**src/rtl/sq_pkg.sv**
```systemverilog
package sq_pkg;
  localparam int ADDR_W     = 32;
  localparam int WORD_W     = 32;
  localparam int LINE_WORDS = 8;
  localparam int LINE_W     = WORD_W * LINE_WORDS;
  localparam int LINE_BYTES = LINE_W / 8;
  localparam int OFF_W      = $clog2(LINE_BYTES);

  typedef enum logic [2:0] {
    EXC_NONE  = 3'd0,
    EXC_MISS  = 3'd1,
    EXC_MULTI = 3'd2,
    EXC_PROT  = 3'd3,
    EXC_DIRTY = 3'd4
  } exc_t;

  typedef enum logic [1:0] {
    ST_IDLE, ST_LOOK, ST_BURST, ST_FIN
  } st_t;
endpackage

```
**src/rtl/sq_remap.sv**
```systemverilog
module sq_remap
  import sq_pkg::*;
(
  input  logic [ADDR_W-1:0] addr,
  input  logic [31:0]       qarea,
  output logic [ADDR_W-1:0] target
);
  logic unused_bits;
  assign unused_bits = ^{addr[ADDR_W-1:26], addr[OFF_W-1:0], qarea[31:5], qarea[1:0]};

  always_comb begin
    target        = '0;
    target[25:OFF_W] = addr[25:OFF_W];
    target[28:26] = qarea[4:2];
  end
endmodule

```
**src/rtl/sq_tlb_check.sv**
```systemverilog
module sq_tlb_check
  import sq_pkg::*;
(
  input  logic [ADDR_W-1:0] vaddr,
  input  logic              priv,
  input  logic              miss,
  input  logic              multi,
  input  logic              writable,
  input  logic [1:0]        user_wr,
  input  logic              dirty,
  input  logic [ADDR_W-1:0] ppn,
  input  logic [ADDR_W-1:0] mask,
  output exc_t              exc,
  output logic [ADDR_W-1:0] target
);
  logic denied;
  assign denied = priv ? !writable : (user_wr != 2'b11);

  always_comb begin
    if (miss)        exc = EXC_MISS;
    else if (multi)  exc = EXC_MULTI;
    else if (denied) exc = EXC_PROT;
    else if (!dirty) exc = EXC_DIRTY;
    else             exc = EXC_NONE;
  end

  always_comb begin
    target = (ppn & mask) | (vaddr & ~mask);
    target[OFF_W-1:0] = '0;
  end
endmodule

```
**src/rtl/sq_burst.sv**
```systemverilog
module sq_burst
  import sq_pkg::*;
(
  input  logic              clk,
  input  logic              rst_n,
  input  logic              start,
  input  logic [ADDR_W-1:0] base,
  input  logic [LINE_W-1:0] line,
  output logic              mem_valid,
  input  logic              mem_ready,
  output logic [ADDR_W-1:0] mem_addr,
  output logic [WORD_W-1:0] mem_data,
  output logic              last
);
  localparam int CNT_W  = $clog2(LINE_WORDS);
  localparam int BSHIFT = $clog2(WORD_W / 8);

  logic [CNT_W-1:0]  cnt;
  logic [ADDR_W-1:0] base_q;
  logic              active;

  assign mem_valid = active;
  assign mem_addr  = base_q + (ADDR_W'(cnt) << BSHIFT);
  assign mem_data  = line[cnt*WORD_W +: WORD_W];
  assign last      = active && mem_ready && (cnt == CNT_W'(LINE_WORDS - 1));

  always_ff @(posedge clk or negedge rst_n) begin
    if (!rst_n) begin
      active <= 1'b0;
      cnt    <= '0;
      base_q <= '0;
    end else if (start) begin
      active <= 1'b1;
      cnt    <= '0;
      base_q <= base;
    end else if (active && mem_ready) begin
      cnt <= cnt + 1'b1;
      if (last) active <= 1'b0;
    end
  end

  p_stall_hold_r8: assert property (@(posedge clk) disable iff (!rst_n)
    (mem_valid && !mem_ready) |=> (mem_valid && $stable(mem_addr) && $stable(mem_data)));

  p_word_align_r8: assert property (@(posedge clk) disable iff (!rst_n)
    mem_valid |-> (mem_addr[BSHIFT-1:0] == '0));
endmodule

```
**src/rtl/sq_flush_unit.sv**
```systemverilog
module sq_flush_unit
  import sq_pkg::*;
(
  input  logic                clk,
  input  logic                rst_n,
  input  logic                req_valid,
  output logic                req_ready,
  input  logic [ADDR_W-1:0]   req_addr,
  input  logic                priv_mode,
  input  logic                xlate_en,
  input  logic                single_virt,
  input  logic [31:0]         qarea0,
  input  logic [31:0]         qarea1,
  input  logic [LINE_W-1:0]   sq0_line,
  input  logic [LINE_W-1:0]   sq1_line,
  output logic                tlb_req_valid,
  output logic [ADDR_W-1:0]   tlb_req_vpn,
  output logic                tlb_req_use_asid,
  input  logic                tlb_rsp_valid,
  input  logic                tlb_rsp_miss,
  input  logic                tlb_rsp_multi,
  input  logic                tlb_rsp_writable,
  input  logic [1:0]          tlb_rsp_user_wr,
  input  logic                tlb_rsp_dirty,
  input  logic [ADDR_W-1:0]   tlb_rsp_ppn,
  input  logic [ADDR_W-1:0]   tlb_rsp_mask,
  output logic                mem_valid,
  input  logic                mem_ready,
  output logic [ADDR_W-1:0]   mem_addr,
  output logic [WORD_W-1:0]   mem_data,
  output logic                busy,
  output logic                done,
  output logic [2:0]          exc_code
);
  st_t               st;
  logic [ADDR_W-1:0] lat_addr;
  logic              lat_priv, lat_sv, qsel;
  exc_t              exc_q, chk_exc;
  logic [ADDR_W-1:0] remap_tgt, chk_tgt;
  logic              accept, rsp_take, burst_start, burst_last;

  assign accept   = (st == ST_IDLE) && req_valid;
  assign rsp_take = (st == ST_LOOK) && tlb_rsp_valid;

  sq_remap u_remap (
    .addr   (req_addr),
    .qarea  (req_addr[OFF_W] ? qarea1 : qarea0),
    .target (remap_tgt)
  );

  sq_tlb_check u_check (
    .vaddr    (lat_addr),
    .priv     (lat_priv),
    .miss     (tlb_rsp_miss),
    .multi    (tlb_rsp_multi),
    .writable (tlb_rsp_writable),
    .user_wr  (tlb_rsp_user_wr),
    .dirty    (tlb_rsp_dirty),
    .ppn      (tlb_rsp_ppn),
    .mask     (tlb_rsp_mask),
    .exc      (chk_exc),
    .target   (chk_tgt)
  );

  assign burst_start = (accept && !xlate_en) || (rsp_take && chk_exc == EXC_NONE);

  sq_burst u_burst (
    .clk       (clk),
    .rst_n     (rst_n),
    .start     (burst_start),
    .base      ((st == ST_IDLE) ? remap_tgt : chk_tgt),
    .line      (qsel ? sq1_line : sq0_line),
    .mem_valid (mem_valid),
    .mem_ready (mem_ready),
    .mem_addr  (mem_addr),
    .mem_data  (mem_data),
    .last      (burst_last)
  );

  always_ff @(posedge clk or negedge rst_n) begin
    if (!rst_n) begin
      st       <= ST_IDLE;
      lat_addr <= '0;
      lat_priv <= 1'b0;
      lat_sv   <= 1'b0;
      qsel     <= 1'b0;
      exc_q    <= EXC_NONE;
    end else begin
      case (st)
        ST_IDLE: if (accept) begin
          lat_addr <= req_addr;
          lat_priv <= priv_mode;
          lat_sv   <= single_virt;
          qsel     <= req_addr[OFF_W];
          exc_q    <= EXC_NONE;
          st       <= xlate_en ? ST_LOOK : ST_BURST;
        end
        ST_LOOK: if (tlb_rsp_valid) begin
          exc_q <= chk_exc;
          st    <= (chk_exc == EXC_NONE) ? ST_BURST : ST_FIN;
        end
        ST_BURST: if (burst_last) st <= ST_FIN;
        default: st <= ST_IDLE;
      endcase
    end
  end

  assign req_ready        = (st == ST_IDLE);
  assign busy             = (st != ST_IDLE);
  assign done             = (st == ST_FIN);
  assign exc_code         = exc_q;
  assign tlb_req_valid    = (st == ST_LOOK);
  assign tlb_req_vpn      = lat_addr;
  assign tlb_req_use_asid = !(lat_sv && lat_priv);

  p_one_activity_r9: assert property (@(posedge clk) disable iff (!rst_n)
    $onehot0({done, mem_valid, tlb_req_valid}));

  p_done_to_idle_r10: assert property (@(posedge clk) disable iff (!rst_n)
    done |=> (req_ready && !done));

  p_no_write_on_exc_r4: assert property (@(posedge clk) disable iff (!rst_n)
    (tlb_req_valid && tlb_rsp_valid && chk_exc != EXC_NONE) |=> (done && !mem_valid));

  p_burst_ends_done_r9: assert property (@(posedge clk) disable iff (!rst_n)
    (mem_valid && mem_ready && $past(mem_valid) && !burst_last) |=> mem_valid);
endmodule

```
**config.mk**
```make
export PLATFORM = sky130hd
export DESIGN_NAME = sq_flush_unit
export DESIGN_NICKNAME = d
export VERILOG_FILES = /design/src/rtl/sq_pkg.sv /design/src/rtl/sq_remap.sv /design/src/rtl/sq_tlb_check.sv /design/src/rtl/sq_burst.sv /design/src/rtl/sq_flush_unit.sv
export SDC_FILE = /design/constraint.sdc
export NUM_CORES = 1
export LEC_CHECK = 0
export BUFFER_PORTS_ARGS = -buffer_cell sky130_fd_sc_hd__buf_2
export CORE_AREA = 2 2 311 313
export DETAILED_ROUTE_END_ITERATION = 8
export DIE_AREA = 0 0 313 315
export GPL_TIMING_DRIVEN = 0
export PLACE_DENSITY = 0.38
export SLEW_MARGIN = 20
export SYNTH_ARGS = -nofsm -noshare
export SYNTH_HDL_FRONTEND = slang
export SYNTH_SLANG_ARGS = --single-unit
```
**constraint.sdc**
```tcl
create_clock -name clk -period 2.7 [get_ports clk]
set_clock_uncertainty 0.1 [all_clocks]
set_input_delay 0.54 -clock clk [delete_from_list [all_inputs] [get_ports clk]]
set_output_delay 0.54 -clock clk [all_outputs]
set_load 0.03 [all_outputs]
```
* Word level (Yosys, flattened, before mapping) *
Index checks and enable logic that the tools add are counted.

cells by class
  $add $sub $neg = 2
  equal/unequal tests = 8
  shift operators = 1
  muxes and demuxes = 22
  bitwise operators = 4
  reductions and logical operators = 21

operators with widths
  operator                                                                  count
  256-bit 2-to-1 mux                                                        1
  256-bit by 9-bit variable part select with 32-bit output                  1
  32-bit bitwise AND                                                        2
  32-bit by 5-bit adder with 32-bit output                                  1
  32-bit 2-to-1 mux                                                         1
  32-bit inverter                                                           1
  32-bit OR                                                                 1
  3-bit 2-to-1 mux                                                          8
  2-bit 2-to-1 mux                                                          4
  2-bit nonzero test                                                        4
  1-bit logical AND                                                         7
  2-bit one-hot mux with 3 select lines                                     1
  3-bit one-hot mux with 2 select lines                                     1
  3-bit AND reduction                                                       2
  1-bit 2-to-1 mux                                                          5
  5-bit 2-to-1 mux                                                          1
  2-bit == test (second input constant)                                     2
  2-bit by 1-bit inequality test with 1-bit output (second input constant)  2
  2-bit inequality test (second input constant)                             2
  2-bit AND reduction                                                       2
  3-bit by 1-bit adder with 3-bit output (second input constant)            1
  3-bit == test (second input constant)                                     1
  1-bit zero test                                                           3
  3-bit zero test                                                           1
  other kinds (3)                                                           3

storage, ports and cells
  register bits = 76
  bits of input ports = 686
  output and inout port bits = 105
  word-level logic and storage cells = 67

* Logic depth before layout (Yosys ltp) *
  word-level depth = 10
  depth in mapped cells = 7
  gate-level depth less buffers = 6

* By module *
Synthesis repeated with hierarchy kept, for this count alone.

unflattened totals
  cells, all modules = 849
  area total of the unflattened synthesis = 10269.8 um^2

modules (own cells, without submodules)
  module         times used  cells each  area an instance (um^2)  seq. area each (um^2)
  sq_flush_unit  1           478         5652.9                   975.9
  sq_burst       1           297         3963.8                   900.9
  sq_tlb_check   1           41          409.1                    0.0
  sq_remap       1           33          244.0                    0.0

* Least setup slack after synthesis *
No wires, ideal clock.

  path kind = reg2out
  from = register u_burst.cnt[0]
  to = output port mem_data[19]
  data arrival time = 1850 ps
  data required time = 2060 ps
  setup slack = 210 ps
  stages on the path, launching flop included = 6
  path buffers = 2
  cell sequence = dfrtp_1 > buf_2 > clkbuf_1 > mux4_2 > a22oi_1 > nand2_1

on the way
  cells in the longest elaborated chain, start to end = 1

RTL lines
  item                                                      RTL line             source
  start: declaration                                        sq_burst.sv:18       logic [CNT_W-1:0] cnt;
  start signal: assignment                                  sq_burst.sv:37       cnt <= cnt + 1'b1;
  256-bit by 9-bit variable part select with 32-bit output  sq_burst.sv:24       assign mem_data = line[cnt*WORD_W +: WORD_W];
  end: declaration                                          sq_flush_unit.sv:30  output logic [WORD_W-1:0] mem_data,

Every way passes these cells.

==> impl_results.md <==
- Status: finished, violations left
- Failing checks: negative setup slack
- CP Max Fanout: 6
- Clock buffer count from CTS: 9
- Vias in the first global route: 9662
- Max IR drop VDD: between 0.0005 and 0.0006 V
- Yosys top cell by area: mux4_2
- Crit share post-route: 1.11
- Number of fill cells: 10900
- Worst-Margin Slew: 0.815 ns
- Final Total Pwr: between 15 and 20 mW
- PortBufs: 719
- Overall routed net length: 81000 um
- FF+latch count, synth: 70
- Dpl cells: 2553
- Row Count: 114
- Die width: 313 um
- Max transition margin: 0.457
- Clk sinks: 70
- Pwr dens: roughly 1200 nW/um^2
- Mean routed wirelength per cell: 31.0 um
- Grt ovf: 0
- WHS: 0.0355 ns
- Post-Syn Area: 7110 um^2
- Hold buffer count at cts: 0
- Pins Over Slew Limit: 0
- Top cells by count, synth: mux4_2, dfrtp_1, nand2_1
- Instance count of the mapped netlist: 554
- FMAX: 332 MHz
- CTS H-tree lvls: 3
- Crit Path Category: reg2out
- Setup crit end kind: primary output
- DIE HEIGHT: 315 um
- Final Wtd Congestion: 0.953
- Max-cap violations: 0
- Minimum clock period: 3.01 ns
- Root Buffer: clkbuf_16
- Effective utilization at floorplan: 0.0743
- Multi-input combinational cell area: 5260 um^2
- Top-count cell post-synth: mux4_2
- Largest net degree at the start of global routing: 38
- Gr usage total: 0.158
- Post-synth EDFFs: 0
- First-pass GRT wire length: 100000 um
- FF/Latch Area: 1750 um^2
- Initial DRC count: 622
- Final HPWL DP: 73400 um
- Antenna violations before repair: 85
- CTS tree: built
- Routed Antenna Nets: 0
- Arrival @ worst endpoint: 2.37 ns
- Skew-Pair Late Insertion Delay: 0.38 ns
- Top cell type's share of synthesized area: 0.405
- Core area: ~96000 um^2
- Psw: 8.09 mW
- Cell Int Power: 7.76 mW
- TNS Setup: -7.32 ns
- Nets: roughly 2000
- Post-place setup slack: -1.17 ns
- Finished Core Util: 0.144
- Clock power share: 0.083
- Via count: 9365
- Finish-stage setup viols: 32
- RSZ-0062 raised after global routing: true
- Avg Vias per Cell: 3.58
- Share of post-route cells with drive strength above 1: 0.798
- Hold crit path type: in2async
- Seq/Total Area, Yosys: 0.246
- Leakage: between 6 and 7 nW
- Async set-or-reset flop fraction in the synthesized netlist: 1.00
- Placed cell areas: roughly 12000 um^2
- Fin. Hold Viols: 0
- Synth unique cells: 36
- Synth area leaders: mux4_2, dfrtp_1, mux2_2
- Sw frac: 0.510
- Logic gate share of total power: 0.794
- Die Footprint: 98600 um^2
- Critical Path Source Type: flip-flop
- Area grow syn2layout: 93.5%
- Syn Area/Cell: roughly 13 um^2
- Clk buf depth: 2
- Prevailing post-synth register cell: dfrtp_1
- Yosys Warn Count: 0
- Flop pwr share: 0.123
- I/O pin cnt: 791
- Reg clk slew, reported paths: 0.06 ns
- Finished Layout Cells: 2614
- Design Area, Final: 13800 um^2
- 1st-pass router iterations: 4
- Final WS setup: -0.310 ns
- Drt drc: 0
- Critical Path RT: 2.06 ns
critical path, cell delays in order (launching register included):
cell	delay, ns
dfrtp_2	0.38
buf_12	0.15
buf_16	0.17
buf_16	0.16
mux4_2	0.65
a22oi_2	0.19
nand2_1	0.11
buf_6	0.16
cell families after synthesis:
group	Yosys count	share of synthesized area
AOI/OAI and AO/OA	108	0.106
muxes	213	0.535
buffers and inverters	66	0.0466
and+or+nand+nor	89	0.0535
DFF	70	0.246
other	1	0.000527
adders and majority gates	6	0.0106
xor gates and xnor gates	1	0.00123
sequential cells by signal, indices dropped and copies added (netlist names):
name / flops
u_burst.cnt: 3
lat_sv: 1
tlb_req_vpn: 32
lat_priv: 1
st: 2
exc_code: 3
u_burst.mem_valid: 1
u_burst.base_q: 27
power groups by stage:
| stage | logic [mW] | registers, mW | clock network (mW) |
|---|---|---|---|
| final | 12.6 | 1.94 | 1.32 |
| after floorplan | 5.73 | 2.77 | 0 |
| after CTS | 12.7 | 1.95 | 1.40 |
| after global routing | 13.3 | 2.02 | 1.42 |
| after global placement | 10.8 | 1.96 | 0 |
| after detailed placement | 10.9 | 1.96 | 0 |
final timing paths:
path                       depth (start not counted)  slack [ns]                from            endpoint
max reg2reg                                        5        0.21            lat_priv  u_burst.base_q[15]
max                                                7       -0.31      tlb_req_vpn[5]        mem_data[28]
min in group clk                                   2        0.30           priv_mode            lat_priv
max in group asynchronous                          2        1.83               rst_n      u_burst.cnt[0]
min reg2reg                                        1        0.39  u_burst.base_q[31]  u_burst.base_q[31]
min                                                1        0.04               rst_n   u_burst.base_q[8]
cells in the final DEF, fill, tap and decap left out, types with 2 or more instances in the layout:
master        n
a21oi_1       5
clkbuf_16     9
nor4_1        3
nand2_1      56
o31ai_1       3
mux2i_1      27
buf_2       700
dfrtp_1      68
a21o_1        3
and2_1        3
clkbuf_1     10
clkbuf_8      6
buf_16       10
nor2b_1       6
buf_12       16
a22oi_2      41
buf_6        30
nor2_1        4
a22oi_1      23
diode_2      28
clkbuf_2      5
a211oi_1      3
nand3_1       3
buf_4        16
clkbuf_4      8
dfrtp_2       2
o21ai_0      22
ha_1          6
a21boi_0      2
clkinvlp_4    2
nand2_2      10
conb_1        2
mux2_2       58
inv_1         6
mux4_2      128
routing by layer:
| layer | global-route usage | vias to the layer above | share of wire |
|---|---|---|---|
| met5 | 0 | - | 0.0034 |
| met4 | 0.0613 | 46 | 0.037 |
| met3 | 0.0680 | 169 | 0.11 |
| met2 | 0.263 | 748 | 0.47 |
| met1 | 0.179 | 4575 | 0.37 |
| li1 | - | 3827 | - |
timing repair:
item,in CTS,in global routing
pin swaps,8,12
resized for setup,175,32
setup endpoints to repair,33,33
buffers inserted,16,2
cloned,4,0
endpoints found under the hold margin,0,0
final cells by class:
type / count / share of cell area
tap: 1276 / 0.116
timing repair buffer: 742 / 0.303
clock inverter: 3 / 0.00327
clock buffer: 11 / 0.0184
sequential: 70 / 0.128
inverter: 6 / 0.00164
multi-input combinational: 419 / 0.382
buffer: 59 / 0.0429
antenna: 28 / 0.00509
Note: power is estimated with default switching activity, not from simulation.
